<file path="src/rtl/usb_irq_pkg.sv">
package usb_irq_pkg;
  localparam int CTRL_BITS = 8;   // bit 0 reserved, bits 1..7 control and bus causes

  typedef enum logic [3:0] {
    CAUSE_NONE    = 4'd0,
    CAUSE_SETUP   = 4'd1,
    CAUSE_EP0_IN  = 4'd2,
    CAUSE_EP0_OUT = 4'd3,
    CAUSE_BUS_RST = 4'd4,
    CAUSE_RESUME  = 4'd5,
    CAUSE_SUSPEND = 4'd6,
    CAUSE_CONNECT = 4'd7,
    CAUSE_DATA_EP = 4'd8
  } cause_e;

  typedef enum logic [1:0] {
    XK_NONE     = 2'd0,
    XK_BULK_OUT = 2'd1,
    XK_BULK_IN  = 2'd2,
    XK_INT_IN   = 2'd3
  } xfer_kind_e;

  function automatic xfer_kind_e kind_of_ep(input int n);
    case (n % 3)
      1:       return XK_BULK_OUT;
      2:       return XK_BULK_IN;
      default: return XK_INT_IN;
    endcase
  endfunction
endpackage

</file>
<file path="src/rtl/usb_irq_flags.sv">
module usb_irq_flags #(
  parameter int FLAG_W = 23,
  parameter int SEL_W  = $clog2(FLAG_W)
) (
  input  logic              clk,
  input  logic              rst_n,
  input  logic [FLAG_W-1:0] set_i,
  input  logic              rd_clr_i,
  input  logic [SEL_W-1:0]  rd_sel_i,
  output logic [FLAG_W-1:0] flags_o
);
  localparam logic [FLAG_W-1:0] RSVD = FLAG_W'(1);

  logic [FLAG_W-1:0] flags_q, clr_vec, set_eff;

  always_comb begin
    clr_vec = '0;
    if (rd_clr_i && (int'(rd_sel_i) < FLAG_W)) clr_vec[rd_sel_i] = 1'b1;
  end

  assign set_eff = set_i & ~RSVD;

  always_ff @(posedge clk) begin
    if (!rst_n) flags_q <= '0;
    else        flags_q <= (flags_q & ~clr_vec) | set_eff;
  end

  assign flags_o = flags_q;

  // a set in the same cycle as a clear leaves the flag set
  assert_set_wins_R4: assert property (@(posedge clk) disable iff (!rst_n)
    (|set_eff) |=> ((flags_q & $past(set_eff)) == $past(set_eff)));

  // a read-clear empties its flag when no set arrives with it
  assert_rd_clear_R3: assert property (@(posedge clk) disable iff (!rst_n)
    (rd_clr_i && (int'(rd_sel_i) < FLAG_W) && ((set_i & clr_vec) == '0))
    |=> (((flags_q >> $past(rd_sel_i)) & FLAG_W'(1)) == '0));

  // reserved bit never sets
  assert_rsvd_zero_R11: assert property (@(posedge clk) disable iff (!rst_n)
    $past(rst_n) |-> (flags_q[0] == 1'b0));
endmodule

</file>
<file path="src/rtl/usb_irq_prio.sv">
module usb_irq_prio
  import usb_irq_pkg::*;
#(
  parameter int NUM_EP = 15,
  parameter int EP_W   = 4,
  parameter int FLAG_W = CTRL_BITS + NUM_EP
) (
  input  logic              clk,
  input  logic              rst_n,
  input  logic [FLAG_W-1:0] pend_i,
  output cause_e            cause_o,
  output logic [EP_W-1:0]   ep_o,
  output xfer_kind_e        kind_o
);
  xfer_kind_e kind_tbl [NUM_EP+1];

  assign kind_tbl[0] = XK_NONE;
  for (genvar g = 1; g <= NUM_EP; g++) begin : g_kind
    assign kind_tbl[g] = kind_of_ep(g);
  end

  always_comb begin
    cause_o = CAUSE_NONE;
    ep_o    = '0;
    kind_o  = XK_NONE;
    // scan high to low so the lowest pending endpoint is the last to win
    for (int n = NUM_EP; n >= 1; n--) begin
      if (pend_i[CTRL_BITS + n - 1]) begin
        cause_o = CAUSE_DATA_EP;
        ep_o    = EP_W'(n);
        kind_o  = kind_tbl[n];
      end
    end
    for (int b = CTRL_BITS - 1; b >= 1; b--) begin
      if (pend_i[b]) begin
        cause_o = cause_e'(4'(b));
        ep_o    = '0;
        kind_o  = XK_NONE;
      end
    end
  end

  // a data endpoint is reported only behind all control and bus causes
  assert_data_after_ctrl_R9: assert property (@(posedge clk) disable iff (!rst_n)
    (cause_o == CAUSE_DATA_EP) |-> ((pend_i[CTRL_BITS-1:1] == '0) &&
      pend_i[CTRL_BITS - 1 + int'(ep_o)] && (ep_o != '0)));

  // kind agrees with the endpoint number modulo 3
  assert_kind_mod3_R10: assert property (@(posedge clk) disable iff (!rst_n)
    (cause_o == CAUSE_DATA_EP) |->
      (int'(kind_o) == ((int'(ep_o) - 3 * (int'(ep_o) / 3)) == 0 ? 3
                        : (int'(ep_o) - 3 * (int'(ep_o) / 3)))));
endmodule

</file>
<file path="src/rtl/usb_irq_decoder.sv">
module usb_irq_decoder
  import usb_irq_pkg::*;
#(
  parameter int NUM_EP = 15,
  parameter int EP_W   = 4,
  parameter int FLAG_W = CTRL_BITS + NUM_EP,
  parameter int SEL_W  = $clog2(FLAG_W)
) (
  input  logic              clk,
  input  logic              rst_n,
  input  logic [FLAG_W-1:0] evt_i,
  input  logic              rd_clr_i,
  input  logic [SEL_W-1:0]  rd_sel_i,
  input  logic              mask_wr_i,
  input  logic [FLAG_W-1:0] mask_data_i,
  input  logic              irq_pol_hi_i,
  input  logic              ep0_irq_en_i,
  output logic [FLAG_W-1:0] flags_o,
  output logic              irq_o,
  output logic [3:0]        cause_o,
  output logic [EP_W-1:0]   cause_ep_o,
  output logic [1:0]        cause_xfer_o
);
  localparam logic [FLAG_W-1:0] EP0_BITS = FLAG_W'(4'b1110);

  logic [FLAG_W-1:0] flags, mask_q, pend;
  cause_e            cause;
  xfer_kind_e        kind;

  usb_irq_flags #(.FLAG_W(FLAG_W), .SEL_W(SEL_W)) flags_u (
    .clk(clk), .rst_n(rst_n), .set_i(evt_i),
    .rd_clr_i(rd_clr_i), .rd_sel_i(rd_sel_i), .flags_o(flags)
  );

  always_ff @(posedge clk) begin
    if (!rst_n)         mask_q <= '0;
    else if (mask_wr_i) mask_q <= mask_data_i;
  end

  assign pend = flags & mask_q & (ep0_irq_en_i ? '1 : ~EP0_BITS);

  usb_irq_prio #(.NUM_EP(NUM_EP), .EP_W(EP_W), .FLAG_W(FLAG_W)) prio_u (
    .clk(clk), .rst_n(rst_n), .pend_i(pend),
    .cause_o(cause), .ep_o(cause_ep_o), .kind_o(kind)
  );

  assign irq_o        = (|pend) ^ ~irq_pol_hi_i;
  assign flags_o      = flags;
  assign cause_o      = cause;
  assign cause_xfer_o = kind;

  // line level follows the decode under the chosen polarity
  assert_irq_polarity_R7: assert property (@(posedge clk) disable iff (!rst_n)
    irq_o == ((cause != CAUSE_NONE) ^ ~irq_pol_hi_i));

  // endpoint 0 causes are hidden while their enable is off
  assert_ep0_gate_R6: assert property (@(posedge clk) disable iff (!rst_n)
    !ep0_irq_en_i |-> !(cause inside {CAUSE_SETUP, CAUSE_EP0_IN, CAUSE_EP0_OUT}));
endmodule

</file>
<file path="config.mk">
export PLATFORM = sky130hd
export DESIGN_NAME = usb_irq_decoder
export DESIGN_NICKNAME = d
export VERILOG_FILES = /design/src/rtl/usb_irq_pkg.sv /design/src/rtl/usb_irq_flags.sv /design/src/rtl/usb_irq_prio.sv /design/src/rtl/usb_irq_decoder.sv
export SDC_FILE = /design/constraint.sdc
export NUM_CORES = 1
export LEC_CHECK = 0
export CAP_MARGIN = 20
export CORE_ASPECT_RATIO = 0.8
export CORE_MARGIN = 8
export CORE_UTILIZATION = 26
export CTS_BUF_LIST = sky130_fd_sc_hd__clkbuf_8 sky130_fd_sc_hd__clkbuf_16
export DETAILED_ROUTE_END_ITERATION = 12
export PLACE_DENSITY_LB_ADDON = 0.08
export SYNTH_ARGS = -nofsm -noshare
export SYNTH_HDL_FRONTEND = slang
export SYNTH_HIERARCHICAL = 1
export SYNTH_SLANG_ARGS = --single-unit
</file>
<file path="constraint.sdc">
create_clock -name clk -period 5.4 [get_ports clk]
set_input_delay 1.35 -clock clk [delete_from_list [all_inputs] [get_ports clk]]
set_output_delay 1.35 -clock clk [all_outputs]
set_load 0.03 [all_outputs]
</file>
# Word-level counts from Yosys, hierarchy flattened
# Index checks and enable logic that the tools add are counted.
[totals]
in_bits = 57
output_inout_bits = 34
reg_bits = 46
wordCells = 85
[classes]
reduce_logical = 3
magnitude_cmp = 3
mux = 70
bitwise = 7
[ops]
columns = ["operator", "n"]
rows = [
  ["two-way mux 4 bit", 45],
  ["AND 23 bit", 3],
  ["two-way mux 2 bit", 22],
  ["two-way mux 23 bit", 1],
  ["inverter 23 bit", 1],
  ["OR 23 bit", 1],
  ["OR reduction 23 bit", 1],
  ["less-than comparator 5 x 6 -> 1 bit, second input constant", 1],
  ["demux 1 bit (select 5 bit)", 1],
  [">= comparator 5 x 1 -> 1 bit, second input constant", 1],
  ["less-than comparator 5 bit, second input constant", 1],
  ["logical AND 1 bit", 2],
  ["two-way mux 1 bit", 1],
  ["inverter 1 bit", 1],
  ["XOR 1 bit", 1],
]

# Logic depth before layout (Yosys ltp)
# Gate-level depths: netlist of the first run.
[logic_depth]
ltp_word = 24
ltp_mapped = 6
mapped_depth_nobuf = 6

# Cells and area by module
# Netlist of the first run, hierarchy kept.
[by_module_without_submodules]
columns = ["mod", "area_per_inst_um2", "seq_area_each_um2", "instances", "cells_per_inst"]
rows = [
  ["usb_irq_decoder", 1068.5, 460.4, 1, 106],
  ["usb_irq_flags", 939.7, 460.4, 1, 105],
  ["usb_irq_prio", 309.0, 0.0, 1, 58],
]

# Least setup slack after synthesis of the first run
# No wires, ideal clock.
[synth_timing]
path_type = "input port to output port"
start = "input ep0_irq_en_i"
end = "output cause_ep_o[2]"
slack_ps = 1116
cell_stages = 4
arrival_time_ps = 2934
cell_sequence = "and3_1 -> nor3_1 -> nand3_1 -> nor4_1"
[synth_between]
elab_chain_len = 5
[synth_rtl]
columns = ["item", "line", "source"]
rows = [
  ["start, declared", "usb_irq_decoder.sv:17", "input logic ep0_irq_en_i,"],
  ["two-way mux 4 bit (*)", "usb_irq_decoder.sv:40", "assign pend = flags & mask_q & (ep0_irq_en_i ? '1 : ~EP0_BITS);"],
  ["AND 23 bit (*)", "usb_irq_decoder.sv:40", ""],
  ["two-way mux 4 bit (2 in a row)", "usb_irq_prio.sv:35", "if (pend_i[b]) begin"],
  ["two-way mux 4 bit (*)", "usb_irq_prio.sv:35", ""],
  ["end, declared", "usb_irq_decoder.sv:21", "output logic [EP_W-1:0] cause_ep_o,"],
]
# Every way passes the cells marked *; elsewhere a longest branch is shown, timed or not.

# Final worst setup path of the first run
[layout_timing]
start = "input ep0_irq_en_i"
end = "output cause_ep_o[2]"
[layout_between]
word_cells_on_any_way = 5
classes_between = "mux: 4; bitwise: 1"
[layout_rtl]
columns = ["item", "line", "source"]
rows = [
  ["two-way mux 4 bit", "usb_irq_decoder.sv:40", ""],
  ["AND 23 bit", "usb_irq_decoder.sv:40", ""],
  ["net pend[1]", "usb_irq_decoder.sv:26", "logic [FLAG_W-1:0] flags, mask_q, pend;"],
  ["two-way mux 4 bit", "usb_irq_prio.sv:35", ""],
]
# The timed path passes the listed nets, and every way through them passes these cells.

==> flow_summary.toml, run 1 <==
[run_status]
outcome = "complete, no violations"

[route]
drt_drc_violations_left = 0
vias = 2233
vias_per_cell = 4.73
drt_iter0_markers = 127
final_antenna_net_count = 0
detail_route.wl_per_cell_um = 16.7
drtPass1Iterations = 4
finalWirelength_mm = 7.90

[power_and_ir_drop]
internal-power_uw = 631
ir_drop_uv = 101
power_density_mw_per_mm2 = 259
comb_power_share_pct = 28.2
leakage_uw = 0.00140
clock_power_share_pct = 29.8
power_frac_seq_pct = 42.0
p_switching_uw = 263
power_switching_share_pct = 29.4

[clocking]
holdBufCountCts = 0
clkLatencyLatePin_ns = 0.29
postCtsSetupRepairBufs = 0
cts.repair.resized = 0
numCtsBuffers = 5
clock_sinks = 46
cts.htree.levels = 2
cts-root-buf = "clkbuf_8"
cts_buffer_depth = 2
clk_pin_slew_ns = 0.09
cts_tree = "built"

[place]
gp_congestion = 0.780
dp_worst_setup_slack_ns = 0.354
numPortBuffers = 89
dpl.hpwl_mm = 6.06

[worst_setup_path]
cp-start-kind = "input pin"
crit_buf_inv = 2
slowest_stage = "clkdlybuf4s50_1"
crit_fanout = 4
worst-endpoint-arrival_ns = 3.66
cpMostUsedCell = "clkdlybuf4s50_1"
end_kind = "output port"
slowest_delay_ns = 0.74
crit_chain = "clkdlybuf4s50_1, and3_1, nor3_1, nand3_1, nor4_1, clkdlybuf4s50_1"
critPathTopFamily = "buffers and inverters"
crit_type = "in2out"
crit_required_ns = 4.05

[logic_synthesis]
avgSynthCellArea_um2 = 8.61
async_flop_share_pct = 0
synth_top_family_by_area = "simple AND/OR/NAND/NOR gates"
synthTopCellsByCount = "46 x dfxtp_1, 24 x nor2b_1, 23 x inv_1, 23 x mux2i_1, 22 x o21ai_0"
postSynthCellCount = 269
synth_mux_area_share_pct = 9.94
synth_top_cell_by_area = "dfxtp_1"
synth_top_area_share_pct = 39.7
synth_simple_gate_area_share_pct = 27.5
synthTopCellsByArea = "dfxtp_1 40%, mux2i_1 9.9%, nor2b_1 6.5%"
syn_nets = 326
netlist_area_mm2 = 0.00232
ys_seq_elements = 46
synth-seq-area-share_pct = 39.7
synth_compound_area_share_pct = 17.0
synth-main-ff-cell = "dfxtp_1"
synthAdderAreaFrac_pct = 0
synthMostInstantiatedCell = "dfxtp_1"
yosys_warnings = 6
synthXorXnorAreaFrac_pct = 0.378
ys_types = 36
synth_edf_count = 0

[timing]
worst_pin_slew_ns = 0.484
skew_ns = 0
max_freq_mhz = 200
fin_crit_sh_pct = 92.7
slew_violations = 0
finalHoldViolCount = 0
min_period_ns = 5.01
rsz0062_at_grt = "no"
slew_headroom_pct = 67.6
setup_tns_ns = 0
timing.hold.ws_ns = 0.462
finalSetupViolCount = 0
setup_ws_ns = 0.394

[global_routing]
grt_first_pass_wirelength_mm = 11.9
grt_overflow = 0
busiest_layer = "met2"
grt_max_degree = 47
use_met1_pct = 15.8
gr-usage-met3_pct = 6.17
grt_usage_pct = 12.5
grt_pass1_vias = 2251
antenna_found_initial = 0
gr-usage-met2_pct = 18.8

[cells_and_area]
n_antenna_cell = 0
area_delta_synth_final_pct = 48.9
final_nets = 417
drive_above_1_share_pct = 5.56
nFillCells = 893
seqCellArea_um2 = 921
multi_input_area_mm2 = 0.00127

[flow_run]
maxCapViolCount = 0

[die]
fp.dieArea_mm2 = 0.0122
die_width_um = 122
fp.coreArea_mm2 = 0.00856
ioPinCount = 91
fp.dieH_um = 100
core.rowCount = 30
start_util_pct = 27.1

[min_path]
hold_path.class = "reg2reg"
-- kinds of logic after synthesis --
kind of cell	Yosys count
DFF	46
buffers and inverters	32
AOI/OAI and AO/OA	68
and+or+nand+nor	99
muxes	23
xor gates and xnor gates	1
-- flip-flops by register name (all words and copies together), names as in the netlist --
signal / cells
flags_u/flags_o: 23
mask_q: 23
-- cell type report --
type / count / share of cell area [%]
multi-input combinational: 191 / 36.8
sequential: 46 / 26.7
timing repair buffer: 93 / 26.7
tap: 112 / 4.06
inverter: 23 / 2.50
clock buffer: 6 / 2.39
clock inverter: 1 / 0.871
-- worst reg2reg max path: stages (launching register included) --
cell and delay (ns):
dfxtp_1 0.40, o21ai_0 0.12, a21oi_1 0.13
-- cell usage in the layout (no fill, tap or decap), types with 2 or more instances in the layout --
master,Yosys,routed
a31oi_1,18,18
o21ai_0,22,22
nor2_1,12,12
dfxtp_1,46,46
clkbuf_8,0,6
buf_4,0,4
clkdlybuf4s50_1,0,89
and3_1,3,3
o21ai_1,5,5
or4_1,3,3
nand2_1,4,4
mux2i_1,23,23
a21oi_1,14,14
and4b_1,2,2
inv_1,23,23
and4bb_4,3,3
and2_1,20,20
nor2b_1,24,24
a211oi_1,2,2
nand2b_1,2,2
nor3_1,11,11
nand3_1,2,2
nor2b_2,2,2
nor4_1,6,6
-- worst paths after layout --
check / start / end / slack, ns / depth (start not counted)
max: ep0_irq_en_i / cause_ep_o[2] / 0.39 / 6
min: flags_u/flags_o[0]$_SDFF_PN0_ / flags_u/flags_o[0]$_SDFF_PN0_ / 0.46 / 2
max reg2reg: flags_u/flags_o[12]$_SDFF_PN0_ / flags_u/flags_o[12]$_SDFF_PN0_ / 4.68 / 2
min reg2reg: flags_u/flags_o[0]$_SDFF_PN0_ / flags_u/flags_o[0]$_SDFF_PN0_ / 0.46 / 2
-- power by group through the flow --
stage	sequential, µW	clock (µW)	combinational [µW]
3_3_place_gp	383	0	252
3_5_place_dp	383	0	253
6_report	375	267	252
5_1_grt	378	291	270
2_1_floorplan	402	0	111
4_1_cts	375	277	254
-- per-layer routing --
metal	vias up	part of all wire [%]	routed length (µm)
li1	1135	-	-
met1	1016	47	3710
met2	77	42	3280
met3	5	11	876
met4	0	0.43	34
met5	-	0	0
-- through the flow --
| step | instance area, µm² | std cells | util, % | total power, µW |
|---|---|---|---|---|
| finish | 3450 | 472 | 40.3 | 894 |
| global route | 3450 | 472 | 40.3 | 939 |
| CTS | 3450 | 472 | 40.3 | 906 |
| detailed placement | 3340 | 465 | 39.0 | 636 |
| global placement | 3340 | 465 | 39.0 | 635 |
| floorplan | 2320 | 269 | - | 513 |
No activity file was read; power rests on OpenSTA's default activity.
==> run 2, diff against run 1 <==
--- a/config.mk
+++ b/config.mk
@@ -12,6 +12,7 @@
 export CTS_BUF_LIST = sky130_fd_sc_hd__clkbuf_8 sky130_fd_sc_hd__clkbuf_16
 export DETAILED_ROUTE_END_ITERATION = 12
 export PLACE_DENSITY_LB_ADDON = 0.08
+export SLEW_MARGIN = 20
 export SYNTH_ARGS = -nofsm -noshare
 export SYNTH_HDL_FRONTEND = slang
 export SYNTH_HIERARCHICAL = 1
==> results of run 2 <==
The final DEF is identical to that of run 1; final timing and power are the same.
